`src/rtl/vsep_pkg.sv`:
```
package vsep_pkg;
  // Classification of one falling edge of the sync input
  typedef enum logic [2:0] {
    EC_NONE,
    EC_NOISE,
    EC_HALF,
    EC_LINE,
    EC_RESYNC
  } edge_cls_t;
endpackage

```
`src/rtl/vsep_meas.sv`:
```
module vsep_meas
  import vsep_pkg::*;
#(
  parameter int LINE_W    = 12,
  parameter int IN_STAGES = 1
) (
  input  logic              clk,
  input  logic              rst_n,
  input  logic              csync_n,
  output logic              fe,
  output logic              re,
  output logic              sync_low,
  output logic [LINE_W-1:0] low_cnt,
  output logic [LINE_W-1:0] line_q,
  output logic              half_evt,
  output logic              last_half
);
  localparam logic [LINE_W-1:0] CMAX = '1;

  logic [IN_STAGES-1:0] chain;
  logic                 s_q, s_d, have_ref;
  logic [LINE_W-1:0]    phase, q4, win_lo;
  logic [LINE_W:0]      win_hi;
  edge_cls_t            cls;

  generate
    if (IN_STAGES == 1) begin : g_one
      always_ff @(posedge clk or negedge rst_n)
        if (!rst_n) chain <= '1;
        else        chain <= csync_n;
    end else begin : g_many
      always_ff @(posedge clk or negedge rst_n)
        if (!rst_n) chain <= '1;
        else        chain <= {chain[IN_STAGES-2:0], csync_n};
    end
  endgenerate

  assign s_q      = chain[IN_STAGES-1];
  assign fe       = s_d & ~s_q;
  assign re       = ~s_d & s_q;
  assign sync_low = ~s_q;
  assign q4       = line_q >> 2;
  assign win_lo   = line_q - q4;
  assign win_hi   = {1'b0, line_q} + {1'b0, q4};

  always_comb begin
    if (!fe)                       cls = EC_NONE;
    else if (!have_ref)            cls = EC_RESYNC;
    else if (line_q == '0)         cls = EC_LINE;
    else if (phase < q4)           cls = EC_NOISE;
    else if (phase < win_lo)       cls = EC_HALF;
    else if ({1'b0, phase} < win_hi) cls = EC_LINE;
    else                           cls = EC_RESYNC;
  end

  assign half_evt = (cls == EC_HALF);

  always_ff @(posedge clk or negedge rst_n) begin
    if (!rst_n) begin
      s_d       <= 1'b1;
      low_cnt   <= '0;
      phase     <= '0;
      line_q    <= '0;
      have_ref  <= 1'b0;
      last_half <= 1'b0;
    end else begin
      s_d <= s_q;
      if (fe)                             low_cnt <= 1;
      else if (sync_low && low_cnt != CMAX) low_cnt <= low_cnt + 1'b1;
      case (cls)
        EC_LINE: begin
          line_q    <= phase;
          phase     <= 1;
          last_half <= 1'b0;
        end
        EC_RESYNC: begin
          have_ref  <= 1'b1;
          phase     <= 1;
          last_half <= 1'b0;
        end
        default: begin
          if (cls == EC_HALF) last_half <= 1'b1;
          if (have_ref) begin
            if (phase == CMAX) begin
              have_ref <= 1'b0;
              line_q   <= '0;
            end else begin
              phase <= phase + 1'b1;
            end
          end
        end
      endcase
    end
  end

  AST_HALF_KEEPS_LINE: assert property (@(posedge clk) disable iff (!rst_n)
    (cls == EC_HALF) |=> $stable(line_q));
endmodule

```
`src/rtl/vsep_vctl.sv`:
```
module vsep_vctl #(
  parameter int LINE_W = 12
) (
  input  logic              clk,
  input  logic              rst_n,
  input  logic              fe,
  input  logic              re,
  input  logic              sync_low,
  input  logic [LINE_W-1:0] low_cnt,
  input  logic [LINE_W-1:0] line_q,
  output logic              vsync_n,
  output logic              hmute,
  output logic              vs_start,
  output logic              vs_end
);
  localparam int VW = LINE_W + 2;

  logic          broad, armed, active, locked, at_thr, start_ser, start_def;
  logic [LINE_W-1:0] thr;
  logic [VW-1:0] cnt, vlen_q, vlen_full, lowlen;

  assign thr       = line_q >> 2;
  assign locked    = (line_q != '0);
  assign at_thr    = sync_low && locked && (low_cnt == thr);
  assign start_ser = re && broad && armed && !active;
  assign start_def = sync_low && locked && (low_cnt == line_q) && armed && !active;
  assign vs_start  = start_ser | start_def;
  assign vs_end    = active && (cnt == vlen_q);
  assign vlen_full = ({2'b00, line_q} << 1) + {2'b00, line_q};

  always_ff @(posedge clk or negedge rst_n) begin
    if (!rst_n) begin
      broad   <= 1'b0;
      armed   <= 1'b0;
      active  <= 1'b0;
      cnt     <= '0;
      vlen_q  <= '0;
      vsync_n <= 1'b1;
      hmute   <= 1'b0;
    end else begin
      if (fe)          broad <= 1'b0;
      else if (at_thr) broad <= 1'b1;

      if (vs_start)                             armed <= 1'b0;
      else if (re && !broad && !active && locked) armed <= 1'b1;

      if (vs_start) begin
        active  <= 1'b1;
        cnt     <= 1;
        vlen_q  <= vlen_full;
        vsync_n <= 1'b0;
        hmute   <= 1'b1;
      end else if (vs_end) begin
        active  <= 1'b0;
        vsync_n <= 1'b1;
        hmute   <= 1'b0;
      end else begin
        if (active) cnt <= cnt + 1'b1;
        if (at_thr && armed && !active) hmute <= 1'b1;
      end
    end
  end

  // length of the current low stretch of the vertical output
  always_ff @(posedge clk or negedge rst_n)
    if (!rst_n)        lowlen <= '0;
    else if (!vsync_n) lowlen <= lowlen + 1'b1;
    else               lowlen <= '0;

  AST_VS_LENGTH: assert property (@(posedge clk) disable iff (!rst_n)
    $rose(vsync_n) |-> (lowlen == vlen_q));
  AST_MUTE_COVERS_VS: assert property (@(posedge clk) disable iff (!rst_n)
    !vsync_n |-> hmute);
endmodule

```
`src/rtl/vsep_field.sv`:
```
module vsep_field (
  input  logic clk,
  input  logic rst_n,
  input  logic vs_start,
  input  logic vs_end,
  input  logic hmute,
  input  logic half_evt,
  input  logic last_half,
  output logic field_odd
);
  logic seen, prev_seen, ilace, seen_now;

  assign seen_now = seen | (hmute & half_evt);

  always_ff @(posedge clk or negedge rst_n) begin
    if (!rst_n) begin
      seen      <= 1'b0;
      prev_seen <= 1'b0;
      ilace     <= 1'b0;
      field_odd <= 1'b1;
    end else begin
      if (vs_start) field_odd <= ilace ? !last_half : 1'b1;
      if (vs_end) begin
        ilace     <= seen_now & prev_seen;
        prev_seen <= seen_now;
        seen      <= 1'b0;
      end else if ((hmute && half_evt) || (vs_start && last_half)) begin
        seen <= 1'b1;
      end
    end
  end

  AST_PROG_HIGH: assert property (@(posedge clk) disable iff (!rst_n)
    (vs_start && !ilace) |=> field_odd);
endmodule

```
`src/rtl/vfield_sep.sv`:
```
module vfield_sep #(
  parameter int LINE_W    = 12,
  parameter int IN_STAGES = 1
) (
  input  logic              clk,
  input  logic              rst_n,
  input  logic              csync_n,
  output logic              vsync_n,
  output logic              field_odd,
  output logic              hs_mute,
  output logic [LINE_W-1:0] line_period
);
  logic              fe, re, sync_low, half_evt, last_half, vs_start, vs_end;
  logic [LINE_W-1:0] low_cnt, line_q;

  vsep_meas #(.LINE_W(LINE_W), .IN_STAGES(IN_STAGES)) u_meas (
    .clk(clk), .rst_n(rst_n), .csync_n(csync_n),
    .fe(fe), .re(re), .sync_low(sync_low), .low_cnt(low_cnt),
    .line_q(line_q), .half_evt(half_evt), .last_half(last_half)
  );

  vsep_vctl #(.LINE_W(LINE_W)) u_vctl (
    .clk(clk), .rst_n(rst_n), .fe(fe), .re(re), .sync_low(sync_low),
    .low_cnt(low_cnt), .line_q(line_q), .vsync_n(vsync_n), .hmute(hs_mute),
    .vs_start(vs_start), .vs_end(vs_end)
  );

  vsep_field u_field (
    .clk(clk), .rst_n(rst_n), .vs_start(vs_start), .vs_end(vs_end),
    .hmute(hs_mute), .half_evt(half_evt), .last_half(last_half),
    .field_odd(field_odd)
  );

  assign line_period = line_q;

  AST_ODD_ON_VS_FALL: assert property (@(posedge clk) disable iff (!rst_n)
    !$stable(field_odd) |-> $fell(vsync_n));
  AST_MUTE_DROPS_WITH_VS: assert property (@(posedge clk) disable iff (!rst_n)
    $rose(vsync_n) |-> !hs_mute);
endmodule

```
`config.mk`:
```
export PLATFORM = sky130hd
export DESIGN_NAME = vfield_sep
export DESIGN_NICKNAME = d
export VERILOG_FILES = /design/src/rtl/vsep_pkg.sv /design/src/rtl/vsep_meas.sv /design/src/rtl/vsep_vctl.sv /design/src/rtl/vsep_field.sv /design/src/rtl/vfield_sep.sv
export SDC_FILE = /design/constraint.sdc
export NUM_CORES = 1
export LEC_CHECK = 0
export CORE_UTILIZATION = 30
export CTS_CLUSTER_DIAMETER = 40
export CTS_CLUSTER_SIZE = 30
export DETAILED_ROUTE_END_ITERATION = 8
export REMOVE_ABC_BUFFERS = 1
export SETUP_SLACK_MARGIN = 0.05
export SLEW_MARGIN = 10
export SYNTH_ARGS = -nofsm -noshare
export SYNTH_HDL_FRONTEND = slang
export SYNTH_HIERARCHICAL = 1
export SYNTH_SLANG_ARGS = --single-unit
```
`constraint.sdc`:
```
create_clock -name clk -period 4.6 [get_ports clk]
set_input_delay 0.69 -clock clk [delete_from_list [all_inputs] [get_ports clk]]
set_output_delay 0.69 -clock clk [all_outputs]
set_load 0.03 [all_outputs]
```
Yosys cells after proc, flatten, opt, wreduce, memory -nomap -nowiden

Index checks and enable logic that the tools add are counted.
W data, S select, Z words.

Bits in registers: 77
Input bits: 3
Word-level logic and storage cells: 120

Add/subtract/negate cells: 6
Magnitude comparators: 3
Equality and inequality tests: 10
Mux-type cells: 36
Bitwise logic cells: 9
Reductions and logical operators: 38

Operators with widths:

| kind                    | count |
|---|---|
| $mux W12                | 7 |
| $mux W14                | 3 |
| $add A12 B1 Y12 const B | 2 |
| $pmux W12 S2            | 1 |
| $reduce_bool A2 Y1      | 10 |
| $mux W1                 | 18 |
| $mux W3                 | 6 |
| $logic_and A1 B1 Y1     | 17 |
| $add A13 B12 Y14        | 1 |
| $add A14 B1 Y14 const B | 1 |
| $eq A14 B14 Y1          | 1 |
| $add A12 B10 Y13        | 1 |
| $lt A12 B13 Y1          | 1 |
| $eq A12 B10 Y1          | 1 |
| $eq A12 B12 Y1          | 1 |
| $eq A12 B12 Y1 const B  | 1 |
| $logic_not A12 Y1       | 1 |
| $lt A12 B10 Y1          | 1 |
| $lt A12 B12 Y1          | 1 |
| $ne A12 B12 Y1 const B  | 1 |
| $reduce_bool A12 Y1     | 1 |
| $sub A12 B10 Y12        | 1 |
| $eq A3 B2 Y1 const B    | 2 |
| $and A1 B1 Y1           | 4 |
| other kinds (12)        | 18 |

Depth between registers and ports, before layout

Word-level depth: 13
Depth in mapped cells: 20
Depth with buffers taken out: 19

Hierarchy

Netlist, hierarchy kept.

Modules (own cells, without submodules):

| module     | times used | cells each | area an instance (sq um) | seq. area each (sq um) |
|---|---|---|---|---|
| vsep_meas  | 1          | 389        | 3558.4                   | 1003.5 |
| vsep_vctl  | 1          | 272        | 2582.5                   | 827.0 |
| vsep_field | 1          | 14         | 151.4                    | 101.3 |

Worst setup path before layout

Ideal clock, no wire load.

Path kind: register -> register
Start point: register u_meas.line_q[3]
End point: register u_meas.line_q[5]
Arrival time: 4.327 ns
Slack: 0.152 ns
Cell stages (with the launch flop): 19
Buffers on the path: 1
Clock period less this slack: 4.448 ns
Path through: dfrtp_1 > inv_1 > ha_1 > nor2b_1 > o21bai_1 > a21oi_1 > o211ai_1 > a211o_1 > nor4b_1 > a2111oi_0 > ha_1 > and3_1 > o211a_1 > a221oi_1 > a32o_2 > nand3_1 > a311o_1 > buf_2 > a22o_1

Cells in the longest elaborated chain, start to end: 11

RTL lines:

| what                                                       | RTL line        | source |
|---|---|---|
| start: declaration                                         | vsep_meas.sv:14 | `output logic [LINE_W-1:0] line_q,` |
| start signal: assignment                                   | vsep_meas.sv:72 | `line_q <= phase;` |
| $add A12 B10 Y13                                           | vsep_meas.sv:44 | `assign win_hi = {1'b0, line_q} + {1'b0, q4};` |
| $lt A12 B13 Y1                                             | vsep_meas.sv:52 | `else if ({1'b0, phase} < win_hi) cls = EC_LINE;` |
| $mux W3                                                    | vsep_meas.sv:52 |  |
| $mux W3                                                    | vsep_meas.sv:51 | `else if (phase < win_lo) cls = EC_HALF;` |
| $mux W3                                                    | vsep_meas.sv:50 | `else if (phase < q4) cls = EC_NOISE;` |
| $mux W3 *                                                  | vsep_meas.sv:49 | `else if (line_q == '0) cls = EC_LINE;` |
| $mux W3 *                                                  | vsep_meas.sv:48 | `else if (!have_ref) cls = EC_RESYNC;` |
| $mux W3 *                                                  | vsep_meas.sv:47 | `if (!fe) cls = EC_NONE;` |
| $eq A3 B2 Y1 or $eq A3 B3 Y1 (tied branches)               | vsep_meas.sv:70 | `case (cls)` |
| $reduce_bool A2 Y1 (no line) or $not A1 Y1 (tied branches) | --              |  |
| $reduce_and A3 Y1 (no line)                                | --              |  |

Every way passes the cells marked *; elsewhere a longest branch is shown, timed or not.
A chain may end at the register's enable or synchronous reset.

Worst setup path after layout

Start point: register u_meas.line_q[1]
End point: register u_meas.line_q[11]

Same word-level chain as after synthesis.

==> impl_results.md <==
* FF+latch area at 0.00193 mm²
* Root Driver: clkbuf_16
* Setup_tns at 0 ps
* Clock Latency Late Sink at 340 ps
* Post-synthesis compound-gate area fraction at 0.174
* Internal reg-to-reg setup slack at 330 ps
* Tot Pwr at 3.83 mW
* Vias in the first global route at slightly below 5000
* Die Ht at 147 µm
* Hold Path Class: reg2reg
* Hold depth at 0
* Vias at 5018
* Max cap viols at 0
* Crit end category: flip-flop
* Crit path DAT at 4500 ps
* Final Skew at roughly 7 ps
* Multiplexer area fraction after synthesis at 0.0320
* FP Rows at between 50 and 60
* Avg Cell Area, Syn at roughly 9.3 µm²
* Met3 WL at 421 µm
* Clk sinks at 77
* Status: finished, final reports clean
* F_max at 234 MHz
* DR pass1 iterations at 4
* Iter 0 DRT Violations at 274
* Clock buffer depth at 2
* Adder-cell share of the synthesized area at 0.155
* TritonCTS Buffers at 9
* Synth Area in Simple Gates at 0.179
* Hold Vio Cnt, Final at 0
* P&R area growth vs syn at 13.7%
* Share of layout cells above drive strength 1 at 0.118
* Worst slew pin tran at roughly 1100 ps
* Die X at 147 µm
* Core Util, Final at 0.350
* Hold Path Sink: u_meas/s_d$_DFF_PN1_
* Max-slew violation count at 0
* Final Critical Period at ~4300 ps
* Leakage at slightly above 3 nW
* # IOs at 18
* Yosys reg bits at 77
* Clock transition at path regs at 60 ps
* Post-synthesis sequential area ratio at 0.307
* Largest net degree at the start of global routing at between 70 and 80
* CTS hold repair buffers at 0
* N_diodes at 0
* Final WL at 15000 µm
* CP max FO at 6
* Fin cells at 980
* Main combinational cell family by area after synthesis: simple AND/OR/NAND/NOR gates
* CTS tree: built
* Overflow after GRT at 0
* Initial core utilization at 0.308
* Worst reg2reg path depth at 16
* Post-synth EDFFs at 0
* Drc violations at 0
* Synth warn at 6
* Fin nets at 784
* Antenna violations before repair at 0
* DP Wirelength at 11000 µm
* Setup CP Type: reg2reg
* Combined area of the multi-input logic cells at 0.00412 mm²
* Post-route ant nets at 0
* Required time of the critical path at 4830 ps
* RR Startpoint: u_meas/line_q[1]$_DFFE_PN0P_
* RSZ-0062 raised after global routing: false
* Main synth FF type: dfrtp_1
* Top sig layer: met4
* Number of setup violations in the final report at 0
* HP Start: u_meas/chain$_DFF_PN1_
* Core area at 0.0204 mm²
* Synth Area in XOR/XNOR at 0.110
* Asr flop ratio synth at 1.00
* Full die area at 0.0216 mm²
* IO buf count at 17
* Power Density at 536 mW/mm²
* Tot GR Track Use at 0.145
* Synthesized instance count at 675
* Metal-1 WL at about 7500 µm
* Post-Syn Area at 0.00629 mm²
* # fillers at 2170
* Worst VDD drop at between 200 and 250 µV
* Global-route wire length before repair at 25200 µm
* Routed WL per cell at 15.3 µm
* Met2 WL post-DR at approximately 6900 µm
* Cell count after placement at between 900 and 1000
* Worst Setup Slack, final at 328 ps
* Startpoint Class: flip-flop
* Yosys cell types at 73
* Reg2reg end: u_meas/line_q[11]$_DFFE_PN0P_
* Vias per cell at between 5 and 6
* Slew margin rel. at 0.297
* Place WS at between 40 and 50 ps
* GPL Wtd Cong at around 0.84
* Tcrit/Tclk final at 0.929
* H-tree depth at 3
## critical path, stage by stage, from the launching register on
cell       delay (ps)
dfrtp_1           430
ha_1              320
nor2b_1           120
o21bai_1           90
a21oi_1           210
o211ai_1          150
a211o_1           310
nor4b_1           160
a2111oi_2         350
ha_1              300
and3_1            150
o211a_1           110
a221oi_1          270
a32o_2            190
nand3_1           200
a311o_2           550
a22o_1            260
## state kept, by name, summed over array words and instances, names as in the netlist
signal             count
u_meas/last_half       1
u_meas/line_q         12
u_vctl/armed           1
u_meas/chain           1
u_meas/have_ref        1
u_vctl/vsync_n         1
u_vctl/vlen_q         14
u_vctl/hmute           1
u_vctl/active          1
u_field/field_odd      1
u_meas/low_cnt        12
u_field/prev_seen      1
u_vctl/cnt            14
u_vctl/broad           1
u_meas/phase          12
u_meas/s_d             1
u_field/ilace          1
u_field/seen           1
## where the power goes
part	switching, mW	total (mW)	internal, mW	leakage (nW)
registers	0.213	1.04	0.830	1.01
clock network	0.270	0.696	0.425	0.143
logic	1.14	2.09	0.954	1.91
## worst max-delay path by stage
stage                                      start                             to  slack (ps)  depth (start not counted)
global placement    u_meas/line_q[1]$_DFFE_PN0P_   u_meas/line_q[0]$_DFFE_PN0P_         190                         16
CTS                 u_meas/line_q[1]$_DFFE_PN0P_  u_meas/line_q[11]$_DFFE_PN0P_         140                         16
finish              u_meas/line_q[1]$_DFFE_PN0P_  u_meas/line_q[11]$_DFFE_PN0P_         330                         16
floorplan           u_meas/line_q[3]$_DFFE_PN0P_  u_meas/line_q[11]$_DFFE_PN0P_         180                         17
detailed placement  u_meas/line_q[1]$_DFFE_PN0P_   u_meas/line_q[3]$_DFFE_PN0P_          40                         16
global route        u_meas/line_q[1]$_DFFE_PN0P_   u_meas/line_q[6]$_DFFE_PN0P_          90                         16
## synthesized netlist by cell type (7+ instances only)
cell type | n | area (µm²)
dfrtp_1 | 73 | 1830
ha_1 | 73 | 913
xnor2_1 | 63 | 552
nor2_1 | 46 | 173
a21oi_1 | 44 | 220
inv_1 | 41 | 154
nand2_1 | 35 | 131
nand4_1 | 25 | 156
o21ai_0 | 25 | 125
nand3_1 | 20 | 100
xor2_1 | 16 | 140
mux2_2 | 13 | 146
a22o_1 | 12 | 105
or3_1 | 12 | 75.1
a21o_1 | 11 | 82.6
and3_1 | 10 | 62.6
nor2_2 | 10 | 62.6
nand2b_1 | 8 | 50.1
o211ai_1 | 8 | 60.1
o21bai_1 | 8 | 60.1
or4_1 | 8 | 60.1
clkbuf_1 | 7 | 26.3
nor4_1 | 7 | 43.8
## cell families after synthesis
family | Yosys count
multiplexers | 18
flip-flops | 77
adder cells (fa/ha/maj) | 76
XOR/XNOR | 79
AO/OA/AOI/OAI | 155
buffers and inverters | 61
AND/OR/NAND/NOR | 209
## area by class of cell
type                       instances  area share
multi-input combinational        538       0.576
sequential                        77       0.270
tap                              270      0.0472
timing repair buffer              37      0.0444
clock buffer                      16      0.0407
inverter                          42      0.0220
## placed cells by master, fill, tap and decap left out, drive strengths merged, types with 3 or more instances in the layout
| cell type | Yosys | routed |
|---|---|---|
| nand2 | 35 | 35 |
| xnor2 | 63 | 63 |
| or3 | 12 | 12 |
| nor4 | 8 | 8 |
| ha | 73 | 73 |
| a311o | 2 | 3 |
| nand3 | 20 | 20 |
| clkdlybuf4s50 | 0 | 16 |
| a22o | 12 | 12 |
| nor3 | 6 | 6 |
| mux2i | 4 | 4 |
| buf | 11 | 21 |
| clkbuf | 8 | 16 |
| or4 | 9 | 9 |
| and3 | 10 | 10 |
| a21o | 11 | 11 |
| mux2 | 14 | 14 |
| o21ai | 28 | 28 |
| o31ai | 6 | 6 |
| a21oi | 45 | 45 |
| dfstp | 4 | 4 |
| inv | 42 | 42 |
| a211oi | 6 | 6 |
| fa | 3 | 3 |
| a41oi | 3 | 3 |
| dfrtp | 73 | 73 |
| a31oi | 5 | 5 |
| o21bai | 9 | 9 |
| nor2 | 56 | 56 |
| a311oi | 3 | 3 |
| nor2b | 4 | 4 |
| and2 | 3 | 3 |
| xor2 | 16 | 16 |
| nand4 | 26 | 26 |
| o211ai | 10 | 10 |
| nand2b | 8 | 8 |
## routing by layer
metal  track usage  vias to the layer above
met4        0.0427                        0
met3        0.0248                       21
met5             0                        -
met2         0.237                       62
li1              -                     2518
met1         0.194                     2417
## stage by stage
step | hold slack (ps) | cell area, µm²
final | 402 | 7150
after global routing | 407 | 7150
after CTS | 404 | 7130
after detailed placement | 396 | 6840
after global placement | 393 | 6840
after floorplan | 373 | 6180
## repair_timing
action / in CTS / in global routing
gates resized for setup: 1 / 6
cloned: 0 / 1
pin swaps: 0 / 1
buffers inserted: 0 / 0
endpoints found under the setup margin: 12 / 24
No activity file was read; power rests on OpenSTA's default activity.
